==> config.mk <==
export PLATFORM = sky130hd
export DESIGN_NAME = chunk_order_queue
export DESIGN_NICKNAME = d
export VERILOG_FILES = /design/src/rtl/coq_pkg.sv /design/src/rtl/coq_slot.sv /design/src/rtl/coq_issue.sv /design/src/rtl/coq_window.sv /design/src/rtl/chunk_order_queue.sv
export SDC_FILE = /design/constraint.sdc
export NUM_CORES = 1
export LEC_CHECK = 0
export ABC_AREA = 1
export BUFFER_PORTS_ARGS = -buffer_cell sky130_fd_sc_hd__buf_4
export CAP_MARGIN = 20
export CORE_ASPECT_RATIO = 1.2
export CORE_MARGIN = 2
export CORE_UTILIZATION = 40
export DETAILED_ROUTE_END_ITERATION = 8
export HOLD_SLACK_MARGIN = 0.1
export PLACE_DENSITY_LB_ADDON = 0.12
export SETUP_SLACK_MARGIN = 0.15
export SLEW_MARGIN = 30
export SYNTH_ARGS = -nofsm -noshare
export SYNTH_HDL_FRONTEND = slang
export SYNTH_SLANG_ARGS = --single-unit
==> constraint.sdc <==
create_clock -name clk -period 5.75 [get_ports clk]
set_clock_uncertainty 0.15 [all_clocks]
set_input_delay 0.8625 -clock clk [delete_from_list [all_inputs] [get_ports clk]]
set_output_delay 0.8625 -clock clk [all_outputs]
set_load 0.02 [all_outputs]
==> src/rtl/coq_pkg.sv <==
package coq_pkg;
  // Per-cycle operation chosen by the top-level priority decode.
  typedef enum logic [1:0] {
    OP_RUN    = 2'd0,
    OP_SQUASH = 2'd1,
    OP_START  = 2'd2
  } coq_op_e;
endpackage

==> src/rtl/coq_slot.sv <==
module coq_slot #(
  parameter int NODE_W = 2
) (
  input  logic              clk,
  input  logic              rst_n,
  input  logic              alloc,
  input  logic [NODE_W-1:0] alloc_node,
  input  logic              mark,
  output logic [NODE_W-1:0] node_q,
  output logic              done_q
);
  always_ff @(posedge clk or negedge rst_n) begin
    if (!rst_n) begin
      node_q <= '0;
      done_q <= 1'b0;
    end else if (alloc) begin
      node_q <= alloc_node;
      done_q <= 1'b0;
    end else if (mark) begin
      done_q <= 1'b1;
    end
  end
endmodule

==> src/rtl/coq_issue.sv <==
module coq_issue #(
  parameter int CHUNK_W    = 16,
  parameter int CHUNK_SIZE = 4,
  parameter int THREAD_W   = 18
) (
  input  logic                clk,
  input  logic                rst_n,
  input  logic                clear,
  input  logic                load,
  input  logic [CHUNK_W-1:0]  load_chunk,
  input  logic                advance,
  output logic [CHUNK_W-1:0]  chunk_q,
  output logic [THREAD_W-1:0] first_thread
);
  always_ff @(posedge clk or negedge rst_n) begin
    if (!rst_n)       chunk_q <= '0;
    else if (clear)   chunk_q <= '0;
    else if (load)    chunk_q <= load_chunk;
    else if (advance) chunk_q <= chunk_q + 1'b1;
  end

  assign first_thread = THREAD_W'(chunk_q) * THREAD_W'(CHUNK_SIZE);
endmodule

==> src/rtl/coq_window.sv <==
module coq_window #(
  parameter int WINDOW = 8,
  parameter int PTR_W  = 3,
  parameter int CNT_W  = 4
) (
  input  logic             clk,
  input  logic             rst_n,
  input  logic             clear,
  input  logic             push,
  input  logic             pop,
  input  logic             trunc,
  input  logic [CNT_W-1:0] trunc_count,
  output logic [PTR_W-1:0] head_ptr,
  output logic [PTR_W-1:0] tail_ptr,
  output logic [CNT_W-1:0] count,
  output logic             full
);
  always_ff @(posedge clk or negedge rst_n) begin
    if (!rst_n) begin
      head_ptr <= '0;
      count    <= '0;
    end else if (clear) begin
      head_ptr <= '0;
      count    <= '0;
    end else if (trunc) begin
      count <= trunc_count;
    end else begin
      if (pop) head_ptr <= head_ptr + 1'b1;
      count <= count + CNT_W'(push) - CNT_W'(pop);
    end
  end

  assign tail_ptr = head_ptr + count[PTR_W-1:0];
  assign full     = (count == CNT_W'(WINDOW));
endmodule

==> src/rtl/chunk_order_queue.sv <==
module chunk_order_queue #(
  parameter int NODES      = 4,
  parameter int WINDOW     = 8,
  parameter int CHUNK_SIZE = 4,
  parameter int CHUNK_W    = 16,
  localparam int NODE_W    = (NODES > 1) ? $clog2(NODES) : 1,
  localparam int THREAD_W  = CHUNK_W + ((CHUNK_SIZE > 1) ? $clog2(CHUNK_SIZE) : 1)
) (
  input  logic                clk,
  input  logic                rst_n,
  input  logic                start,
  input  logic                req_valid,
  output logic                req_ready,
  input  logic [NODE_W-1:0]   req_node,
  output logic [CHUNK_W-1:0]  asg_chunk,
  output logic [THREAD_W-1:0] asg_first_thread,
  input  logic                done_valid,
  input  logic [NODE_W-1:0]   done_node,
  output logic                commit_valid,
  input  logic                commit_ready,
  output logic [NODE_W-1:0]   commit_node,
  output logic [CHUNK_W-1:0]  commit_chunk,
  input  logic                squash_valid,
  input  logic [CHUNK_W-1:0]  squash_chunk
);
  import coq_pkg::*;

  localparam int PTR_W = (WINDOW > 1) ? $clog2(WINDOW) : 1;
  localparam int CNT_W = PTR_W + 1;

  coq_op_e            op;
  logic [PTR_W-1:0]   head_ptr;
  logic [PTR_W-1:0]   tail_ptr;
  logic [CNT_W-1:0]   win_count;
  logic               win_full;
  logic [CHUNK_W-1:0] next_chunk;
  logic [CHUNK_W-1:0] head_chunk;
  logic [CHUNK_W-1:0] sq_off;
  logic               sq_hit;
  logic               req_fire;
  logic               commit_fire;
  logic [NODE_W-1:0]  slot_node [WINDOW];
  logic [WINDOW-1:0]  slot_done;
  logic [WINDOW-1:0]  slot_live;
  logic [WINDOW-1:0]  slot_hit;

  // Priority: start over squash over normal traffic.
  always_comb begin
    if (start)             op = OP_START;
    else if (squash_valid) op = OP_SQUASH;
    else                   op = OP_RUN;
  end

  assign head_chunk = next_chunk - CHUNK_W'(win_count);
  assign sq_off     = squash_chunk - head_chunk;
  assign sq_hit     = (op == OP_SQUASH) && (sq_off < CHUNK_W'(win_count));

  assign req_ready    = (op == OP_RUN) && !win_full;
  assign req_fire     = req_valid && req_ready;
  assign commit_valid = (op == OP_RUN) && (win_count != '0) && slot_done[head_ptr];
  assign commit_fire  = commit_valid && commit_ready;
  assign commit_node  = slot_node[head_ptr];
  assign commit_chunk = head_chunk;

  coq_window #(.WINDOW(WINDOW), .PTR_W(PTR_W), .CNT_W(CNT_W)) win_i (
    .clk(clk), .rst_n(rst_n),
    .clear(op == OP_START), .push(req_fire), .pop(commit_fire),
    .trunc(sq_hit), .trunc_count(sq_off[CNT_W-1:0]),
    .head_ptr(head_ptr), .tail_ptr(tail_ptr), .count(win_count), .full(win_full)
  );

  coq_issue #(.CHUNK_W(CHUNK_W), .CHUNK_SIZE(CHUNK_SIZE), .THREAD_W(THREAD_W)) issue_i (
    .clk(clk), .rst_n(rst_n),
    .clear(op == OP_START), .load(sq_hit), .load_chunk(squash_chunk),
    .advance(req_fire), .chunk_q(next_chunk), .first_thread(asg_first_thread)
  );

  assign asg_chunk = next_chunk;

  for (genvar i = 0; i < WINDOW; i++) begin : g_slot
    logic [PTR_W-1:0] rel;
    assign rel          = PTR_W'(i) - head_ptr;
    assign slot_live[i] = CNT_W'(rel) < win_count;
    assign slot_hit[i]  = done_valid && slot_live[i] && !slot_done[i] &&
                          (slot_node[i] == done_node);

    coq_slot #(.NODE_W(NODE_W)) slot_i (
      .clk(clk), .rst_n(rst_n),
      .alloc(req_fire && (tail_ptr == PTR_W'(i))), .alloc_node(req_node),
      .mark(slot_hit[i]),
      .node_q(slot_node[i]), .done_q(slot_done[i])
    );
  end
endmodule

==> results by group, run 1 <==
STA
  • Hold_ws: 0.370 ns
  • Unrepaired setup endpoints after global routing: false
  • Maximum clock rate: 209 MHz
  • Final Max Tran Viols: 0
  • Tmin final: 4.79 ns
  • Worst Tran Pin Value: 0.696 ns
  • Max-slew headroom: 53.6%
  • Total Neg Setup Slack: 0 ns
  • Final setup margin: 0.965 ns
  • Final period utilization: 83.2%
  • Setup Viol. Count Final: 0
  • Final Hold Fails: 0

Die
  • Die area: 14200 um^2
  • Die Span X: 109 um
  • Core area: 13100 um^2
  • Die Y: 130 um
  • IO Count: 81
  • Initial Utilization: 40.5%
  • Site row count: 46

Synthesis
  • Main synth FF type: dfrtp_1
  • Ys async rst share: 100%
  • Synth Area per Inst: 6.57 um^2
  • Cell taking the most area after synthesis: dfrtp_1
  • Cells after Synth: 806
  • Post-synthesis cell area: 5300 um^2
  • Post-synth EDFFs: 0
  • Post-synthesis cell type count: 48
  • Share of the synthesized area in the top cell type: 22.2%
  • Synth Area in Compound Gates: 11.7%
  • Synth Area in Adders: 10.2%
  • FF+latch count, synth: 47
  • Xor/xnor share of the synthesized area: 4.82%
  • Warning count from the yosys run: 0
  • Largest cells by area after synthesis: dfrtp_1 (22%), nand2_1 (17%), inv_1 (8.7%)
  • Dominant combinational cell family by area after synthesis: simple AND/OR/NAND/NOR gates
  • Multiplexer area fraction after synthesis: 0.425%
  • Sequential cell area fraction in the yosys report: 22.2%
  • Post-Synth Simple-Gate Area: 35.9%

Setup path
  • CP required: 5.83 ns
  • Crit path arrival time: 4.87 ns
  • Startpoint types: flop
  • Worst setup EP type: flop
  • WS Path Type: reg -> reg
  • Critical-path maximum fanout: 25
  • CP peak stage delay: 0.45 ns
  • Worst path slowest cell: dfrtp_1
  • Register-to-register setup slack: 0.96 ns

Place
  • Post-place setup slack: 0.889 ns
  • Dpl hpwl: 11800 um
  • IO buf count: 78
  • RePlAce Congestion: 0.930
  • DP Cell Count: 1014

Power and ir drop
  • Pwr/cell area: 403 nW/um^2
  • Logic pwr share: 68.3%
  • Sw frac: 51.8%
  • Static leakage: 3.36 nW
  • Power share of the clock group: 13.8%
  • Sw power: 1.25 mW
  • Peak supply drop: 0.233 mV
  • Internal: 1.16 mW
  • Reg power frac: 18.0%
  • Total power: 2.42 mW

Final layout
  • Non-Filler Instances: 1022
  • Most common cell after layout, fill and taps aside: nand2_1
  • Antenna diode count: 0
  • Nets@finish: 920
  • Most frequent cells in the layout: nand2_1 (235), inv_1 (123), buf_4 (78)
  • Layout area overhead: 13.2%
  • Share of cells above drive strength 1: 16.6%

Drt
  • Pre-Repair DR Iteration Count: 5
  • DRT iter0 DRCs: 302
  • Drt wl/cell: 14.2 um
  • Post-route DRC violation count: 0
  • Routed Antenna Nets: 0
  • Drt via density: 4.95
  • Via count: 5062
  • Routed WL: 14500 um

Clock tree
  • CTS clk-pin slew, worst paths: 0.06 ns
  • Post_cts resized: 0
  • CTS root buffer: clkbuf_16
  • Num Clock Sinks: 47
  • Clock latency on the worst-skew pair: 0.29 ns
  • Setup Buffers After CTS: 0
  • H-tree depth: 2
  • CTS Hold Bufs: 0
  • CTS tree: built
  • Clock tree buffer depth: 2
  • CTS buffer count: 5

Global routing
  • Largest net degree at the start of global routing: 48
  • Vias in the first global route: 4771
  • Total GRT Usage: 20.6%
  • First-pass GRT wire length: 23000 um
  • Initial antenna violation count: 0
  • GRT overflow: 0

Run
  • Maximum capacitance violations: 0

Status
  • Status: complete, no violations

Hold path
  • Hold Path Class: reg -> reg
-- cells by family after synthesis --
family	Yosys count
AOI/OAI and AO/OA	106
other	1
and+or+nand+nor	409
xor gates and xnor gates	27
buffers and inverters	174
adders and majority gates	40
muxes	2
DFF	47
-- worst paths after layout --
| path | startpoint | end | depth (start not counted) |
|---|---|---|---|
| worst max-delay path | issue_i.chunk_q[0] | issue_i.chunk_q[9] | 25 |
| worst min register to register | g_slot[6].slot_i.done_q | g_slot[6].slot_i.done_q | 2 |
| worst max register to register | issue_i.chunk_q[0] | issue_i.chunk_q[9] | 25 |
| max in group asynchronous | rst_n | win_i.count[1] | 1 |
| worst min-delay path | g_slot[6].slot_i.done_q | g_slot[6].slot_i.done_q | 2 |
| min in group asynchronous | rst_n | g_slot[3].slot_i.node_q[0] | 1 |
-- sequential cells by signal (all words and copies together) (netlist names) --
name                  flops
g_slot.slot_i.done_q      8
g_slot.slot_i.node_q     16
issue_i.chunk_q          16
win_i.count               4
win_i.head_ptr            3
-- area by class of cell --
cell class              instances  area, um^2
flip-flops and latches         47        1180
fillers                      1343        7070
well taps                     168         210
inverters                     135         509
multi-input cells             586        3350
clock inverters                 3        43.8
repair buffers                 78         586
clock buffers                   5         125
-- synthesized netlist by cell type (9+ instances only) --
master and count:
xnor2_1 9, nand2_2 14, a21oi_1 38, dfrtp_1 47, xor2_1 17, inv_2 10
nand2_1 235, o21ai_0 38, inv_1 123, nand4_1 23, nand3_1 51, nor2_1 53
buf_4 18, ha_1 35, o211ai_1 10
-- routing by layer --
layer / vias up / track usage [%] / part of all wire (%)
met1: 2277 / 24.6 / 42
met2: 110 / 37.6 / 51
li1: 2641 / - / -
met3: 34 / 1.80 / 3.1
met5: - / 0 / 0
met4: 0 / 8.82 / 3.6
-- power groups by stage --
stage / Combinational (mW) / Clock [mW] / Sequential, mW
2_1_floorplan: 1.23 / 0 / 0.426
4_1_cts: 1.66 / 0.339 / 0.434
3_5_place_dp: 1.65 / 0 / 0.440
5_1_grt: 1.84 / 0.353 / 0.441
6_report: 1.65 / 0.333 / 0.434
3_3_place_gp: 1.63 / 0 / 0.436
-- metrics by stage --
stage,util [%],cell area (um^2)
after floorplan,-,5300
after global placement,44.6,5830
after detailed placement,44.6,5830
after CTS,45.9,6000
after global routing,45.9,6000
final,45.9,6000
-- critical path, delay by kind of cell (launching register included) --
family	cells	cell delay, ns
simple gates	9	1.23
fa+ha+maj	4	1.18
flops	1	0.45
xor+xnor	2	0.38
buf+inv	5	0.34
compound gates	5	1.00
No activity file was read; power rests on OpenSTA's default activity.
==> run 2, diff against run 1 <==
==> constraint.sdc (replaced) <==
create_clock -name clk -period 4.5 [get_ports clk]
set_clock_uncertainty 0.15 [all_clocks]
set_input_delay 0.675 -clock clk [delete_from_list [all_inputs] [get_ports clk]]
set_output_delay 0.675 -clock clk [all_outputs]
set_load 0.02 [all_outputs]
==> run 2 against run 1 <==
Against the previous run:
- flip-flop and latch count stayed put
- routed wire length up 2.8%
- global-route usage is 1.1 points higher
- hold slack got worse by 0.14 ns
- die area stayed put
- core utilization is 1.6 points higher
- total power is 36% higher
- first-iteration DRC count rose by 2.3%
- cell area increased by 3.5%
- critical path type unchanged
==> results by group, run 2 (synthesis results as in run 1) <==
Drt
  • Routed Antenna Nets: 0
  • Drt via density: 4.98
  • Post-route DRC violation count: 0
  • Routed WL: 14900 um
  • Drt wl/cell: 14.3 um
  • Via count: 5175
  • Pre-Repair DR Iteration Count: 5
  • DRT iter0 DRCs: 309

Die
  • Core area: 13100 um^2
  • IO Count: 81
  • Site row count: 46
  • Die Span X: 109 um
  • Die area: 14200 um^2
  • Initial Utilization: 40.5%
  • Die Y: 130 um

STA
  • Worst Tran Pin Value: 0.699 ns
  • Unrepaired setup endpoints after global routing: false
  • Final Hold Fails: 0
  • Setup Viol. Count Final: 0
  • Max-slew headroom: 53.4%
  • Total Neg Setup Slack: 0 ns
  • Tmin final: 4.03 ns
  • Maximum clock rate: 248 MHz
  • Final Max Tran Viols: 0
  • Hold_ws: 0.228 ns
  • Final period utilization: 89.7%

Setup path
  • Register-to-register setup slack: 0.47 ns
  • Crit path arrival time: 4.12 ns
  • WS Path Type: reg -> reg
  • Worst setup EP type: flop
  • CP required: 4.58 ns
  • Critical-path maximum fanout: 8
  • Startpoint types: flop

Clock tree
  • CTS buffer count: 5
  • CTS root buffer: clkbuf_16
  • CTS Hold Bufs: 0
  • Num Clock Sinks: 47
  • Clock latency on the worst-skew pair: 0.29 ns
  • Clock tree buffer depth: 2
  • CTS tree: built
  • CTS clk-pin slew, worst paths: 0.07 ns
  • H-tree depth: 2

Place
  • Dpl hpwl: 12100 um
  • IO buf count: 78
  • RePlAce Congestion: 0.887
  • DP Cell Count: 1027

Final layout
  • Layout area overhead: 17.2%
  • Share of cells above drive strength 1: 19.0%
  • Nets@finish: 938
  • Biggest regs: g_slot.slot_i.node_q: 16 flops, issue_i.chunk_q: 16 flops, g_slot.slot_i.done_q: 8 flops
  • Fill count: 1362
  • Most frequent cells in the layout: nand2_1 (235), inv_1 (123), buf_4 (92)
  • Antenna diode count: 0
  • Most common cell after layout, fill and taps aside: nand2_1
  • Non-Filler Instances: 1040

Global routing
  • Initial antenna violation count: 0
  • First-pass GRT wire length: 24600 um
  • Largest net degree at the start of global routing: 48
  • Vias in the first global route: 5097
  • GRT overflow: 0
  • Total GRT Usage: 21.8%

Status
  • Status: complete, no violations

Hold path
  • Hold Path Class: in -> async

Power and ir drop
  • Pwr/cell area: 528 nW/um^2
  • Peak supply drop: 0.301 mV
  • Static leakage: 3.47 nW
  • Total power: 3.28 mW

Run
  • Maximum capacitance violations: 0
run 2: cell count changes in the layout (fill, tap and decap cells not counted), sizes merged:
cell    previous run  this run
clkinv             3         1
buf               78        96
bufinv             1         2
inv              134       135
run 2: per-layer routing:
layer | track usage (%) | vias to the layer above | share of wire (%)
met2 | 38.7 | 101 | 50
met5 | 0 | - | 0
met1 | 26.9 | 2365 | 43
met4 | 8.14 | 0 | 3.5
li1 | - | 2677 | -
met3 | 2.40 | 32 | 3.4
run 2: cell type report:
class                      count  area [um^2]  area share (%)
multi-input combinational    586         3370            54.3
clock buffer                   5          125            2.02
tap                          168          210            3.39
timing repair buffer          96          744            12.0
clock inverter                 3         71.3            1.15
inverter                     135          509            8.20
sequential                    47         1180            18.9
run 2: final timing paths:
check / startpoint / to / cells past startpoint
worst min-delay path: rst_n / g_slot[5].slot_i.node_q[1] / 1
worst max register to register: issue_i.chunk_q[0] / win_i.count[0] / 26
worst min register to register: g_slot[1].slot_i.done_q / g_slot[1].slot_i.done_q / 2
max in group asynchronous: rst_n / win_i.head_ptr[0] / 1
min in group clk: g_slot[1].slot_i.done_q / g_slot[1].slot_i.done_q / 2
worst max-delay path: issue_i.chunk_q[0] / win_i.count[0] / 26
run 2: metrics by stage:
step           cell area [um^2]  util (%)  setup slack (ns)
5_1_grt                    6210      47.5             0.133
3_5_place_dp               5930      45.4             0.187
3_3_place_gp               5930      45.4             0.292
6_report                   6210      47.5             0.465
2_1_floorplan              5310         -             0.233
4_1_cts                    6130      46.9             0.167
run 2: timing repair:
item	in CTS	in global routing
buffers inserted	0	5
gates resized for setup	0	9
setup endpoints to repair	0	20
run 2: worst max-delay path: stages (launching register included):
cell and delay [ns]:
dfrtp_1 0.38, inv_1 0.06, ha_1 0.15, inv_2 0.05
fa_2 0.36, xor2_2 0.19, inv_1 0.06, ha_2 0.32
a21oi_1 0.20, o21ai_2 0.10, xnor2_1 0.13, inv_1 0.08
ha_1 0.27, o21ai_0 0.08, nand3_1 0.10, a21oi_1 0.12
o21ai_0 0.09, inv_1 0.06, nand2_1 0.06, nor2_2 0.13
nand3_4 0.11, nor2_8 0.11, nand3_4 0.13, buf_4 0.18
buf_4 0.13, nand2_1 0.06, and3_1 0.14
run 2: power by group:
| part | internal, mW | switching, mW |
|---|---|---|
| clock network | 0.322 | 0.173 |
| registers | 0.501 | 0.0446 |
| logic | 0.791 | 1.44 |
| total | 1.61 | 1.66 |
==> run 3, diff against run 2 <==
--- a/config.mk
+++ b/config.mk
@@ -12,6 +12,7 @@
 export CORE_MARGIN = 2
 export CORE_UTILIZATION = 40
 export DETAILED_ROUTE_END_ITERATION = 8
+export GPL_TIMING_DRIVEN = 0
 export HOLD_SLACK_MARGIN = 0.1
 export PLACE_DENSITY_LB_ADDON = 0.12
 export SETUP_SLACK_MARGIN = 0.15
==> run 3 against run 2 <==
Against the previous run:
- fmax fell by 3.5%
- routed wire length rose by 0.52%
- first-iteration DRC count fell by 16%
- largest power group unchanged
- highest routed layer unchanged
==> results by group, run 3 (synthesis results as in run 1) <==
Status
  • Status: complete, no violations

Clock tree
  • CTS clk-pin slew, worst paths: 0.07 ns
  • CTS tree: built
  • H-tree depth: 2
  • CTS Hold Bufs: 0
  • Clock latency on the worst-skew pair: 0.29 ns
  • Clock tree buffer depth: 2
  • Num Clock Sinks: 47
  • CTS root buffer: clkbuf_16
  • CTS buffer count: 5

Setup path
  • Crit path arrival time: 4.27 ns
  • Worst setup EP type: flop
  • Startpoint types: flop
  • Critical-path maximum fanout: 7
  • Reg2reg end: issue_i.chunk_q[4]
  • Register-to-register setup slack: 0.32 ns
  • Worst reg2reg path depth: 26
  • CP required: 4.59 ns
  • Reg-to-reg critical path startpoint: issue_i.chunk_q[0]
  • WS Path Type: reg -> reg
  • Setup crit start: issue_i.chunk_q[0]

Place
  • RePlAce Congestion: 0.880
  • IO buf count: 76
  • Placed cell area: 6090 um^2
  • Post-place setup slack: -0.274 ns
  • DP Cell Count: 1051
  • Dpl hpwl: 11700 um

Global routing
  • First-pass GRT wire length: 24000 um
  • GRT overflow: 0
  • Vias in the first global route: 4875
  • Largest net degree at the start of global routing: 48
  • Total GRT Usage: 21.6%
  • Initial antenna violation count: 0

Die
  • Site row count: 46
  • Die Span X: 109 um
  • Initial Utilization: 40.5%
  • Core area: 13100 um^2
  • Die area: 14200 um^2
  • IO Count: 81
  • Die Y: 130 um

Drt
  • DRT iter0 DRCs: 259
  • Via count: 5234
  • Pre-Repair DR Iteration Count: 4
  • Drt wl/cell: 13.9 um
  • Routed Antenna Nets: 0
  • Drt via density: 4.85
  • Post-route DRC violation count: 0
  • Routed WL: 15000 um

STA
  • Final Hold Fails: 0
  • Worst Tran Pin Value: 0.633 ns
  • Maximum clock rate: 239 MHz
  • Tmin final: 4.18 ns
  • Setup Viol. Count Final: 0
  • Unrepaired setup endpoints after global routing: false
  • Final Max Tran Viols: 0
  • Total Neg Setup Slack: 0 ns
  • Final setup margin: 0.318 ns
  • Final period utilization: 92.9%
  • Max-slew headroom: 57.8%

Power and ir drop
  • Peak supply drop: 0.362 mV
  • Pwr/cell area: 508 nW/um^2
  • Total power: 3.31 mW
  • Static leakage: 3.62 nW

Final layout
  • Share of cells above drive strength 1: 23.7%
  • Most common cell after layout, fill and taps aside: nand2_1
  • Non-Filler Instances: 1080
  • Post-route cell area: 6530 um^2
  • Nets@finish: 978
  • Layout area overhead: 23.3%
  • Biggest regs: g_slot.slot_i.node_q: 16 flops, issue_i.chunk_q: 16 flops, g_slot.slot_i.done_q: 8 flops
  • Most frequent cells in the layout: nand2_1 (235), inv_1 (119), buf_4 (115)
  • Antenna diode count: 0

Hold path
  • Hold Path Class: in -> async

Run
  • Maximum capacitance violations: 0
-- run 3: changes by cell type in the layout (fill, tap and decap cells not counted), moves of 5 or more --
cell      previous run  this run
buf_4               92       115
ha_1                34        29
clkbuf_1             0         6
buf_6                3         8
buf_2                0         5
ha_4                 0         5
-- run 3: where the power goes --
| part | leakage [nW] | internal (mW) | total [mW] | switching, mW |
|---|---|---|---|---|
| registers | 0.557 | 0.502 | 0.557 | 0.0543 |
| clock network | 0.0669 | 0.206 | 0.373 | 0.167 |
| logic | 2.99 | 0.907 | 2.38 | 1.48 |
| total | 3.62 | 1.62 | 3.31 | 1.70 |
-- run 3: final cells by class --
| type | count | area (um^2) |
|---|---|---|
| Sequential cell | 47 | 1180 |
| Tap cell | 168 | 210 |
| Clock inverter | 2 | 12.5 |
| Fill cell | 1370 | 6540 |
| Inverter | 135 | 520 |
| Clock buffer | 6 | 129 |
| Buffer | 39 | 278 |
| Timing Repair Buffer | 97 | 732 |
| Multi-Input combinational cell | 586 | 3470 |
-- run 3: worst max path at each step --
stage	to	slack (ns)	cells after the start
floorplan	issue_i.chunk_q[5]	0.23	27
global placement	issue_i.chunk_q[5]	-0.28	26
detailed placement	issue_i.chunk_q[13]	-0.27	26
CTS	issue_i.chunk_q[14]	0.16	24
global route	issue_i.chunk_q[14]	0.12	26
finish	issue_i.chunk_q[4]	0.32	26
-- run 3: layer usage --
layer / part of all wire [%] / global-route usage, %
met2: 52 / 39.1
met3: 2.4 / 1.85
met1: 44 / 26.8
met5: 0 / 0
met4: 2.4 / 7.39
-- run 3: what timing repair did --
item	4_1_cts	5_1_grt
pin swaps	3	15
resized for setup	13	20
endpoints found under the setup margin	20	20
gates cloned	0	1
setup buffers	7	13
-- run 3: per-stage QoR --
stage	util, %	hold slack [ns]
finish	50.0	0.241
CTS	48.4	0.281
floorplan	-	0.229
global route	50.0	0.303
detailed placement	46.6	0.361
global placement	46.6	0.349
-- run 3: worst max-delay path, cell delays in order, from the launching register on --
cell and delay [ns]:
dfrtp_2 0.41, inv_1 0.06, ha_2 0.17, inv_2 0.04, fa_2 0.38, xor2_2 0.18, inv_2 0.06, ha_4 0.28
nand2_1 0.06, o21ai_2 0.19, xnor2_2 0.15, inv_1 0.09, ha_1 0.27, o21ai_1 0.09, nand3_2 0.13, a21oi_2 0.14
o21ai_1 0.08, inv_1 0.05, nand2_1 0.06, nor2_2 0.16, nand3_4 0.11, nor2_8 0.13, nand3_4 0.11, a21oi_4 0.30
buf_4 0.17, nand2_1 0.06, nand2_1 0.05
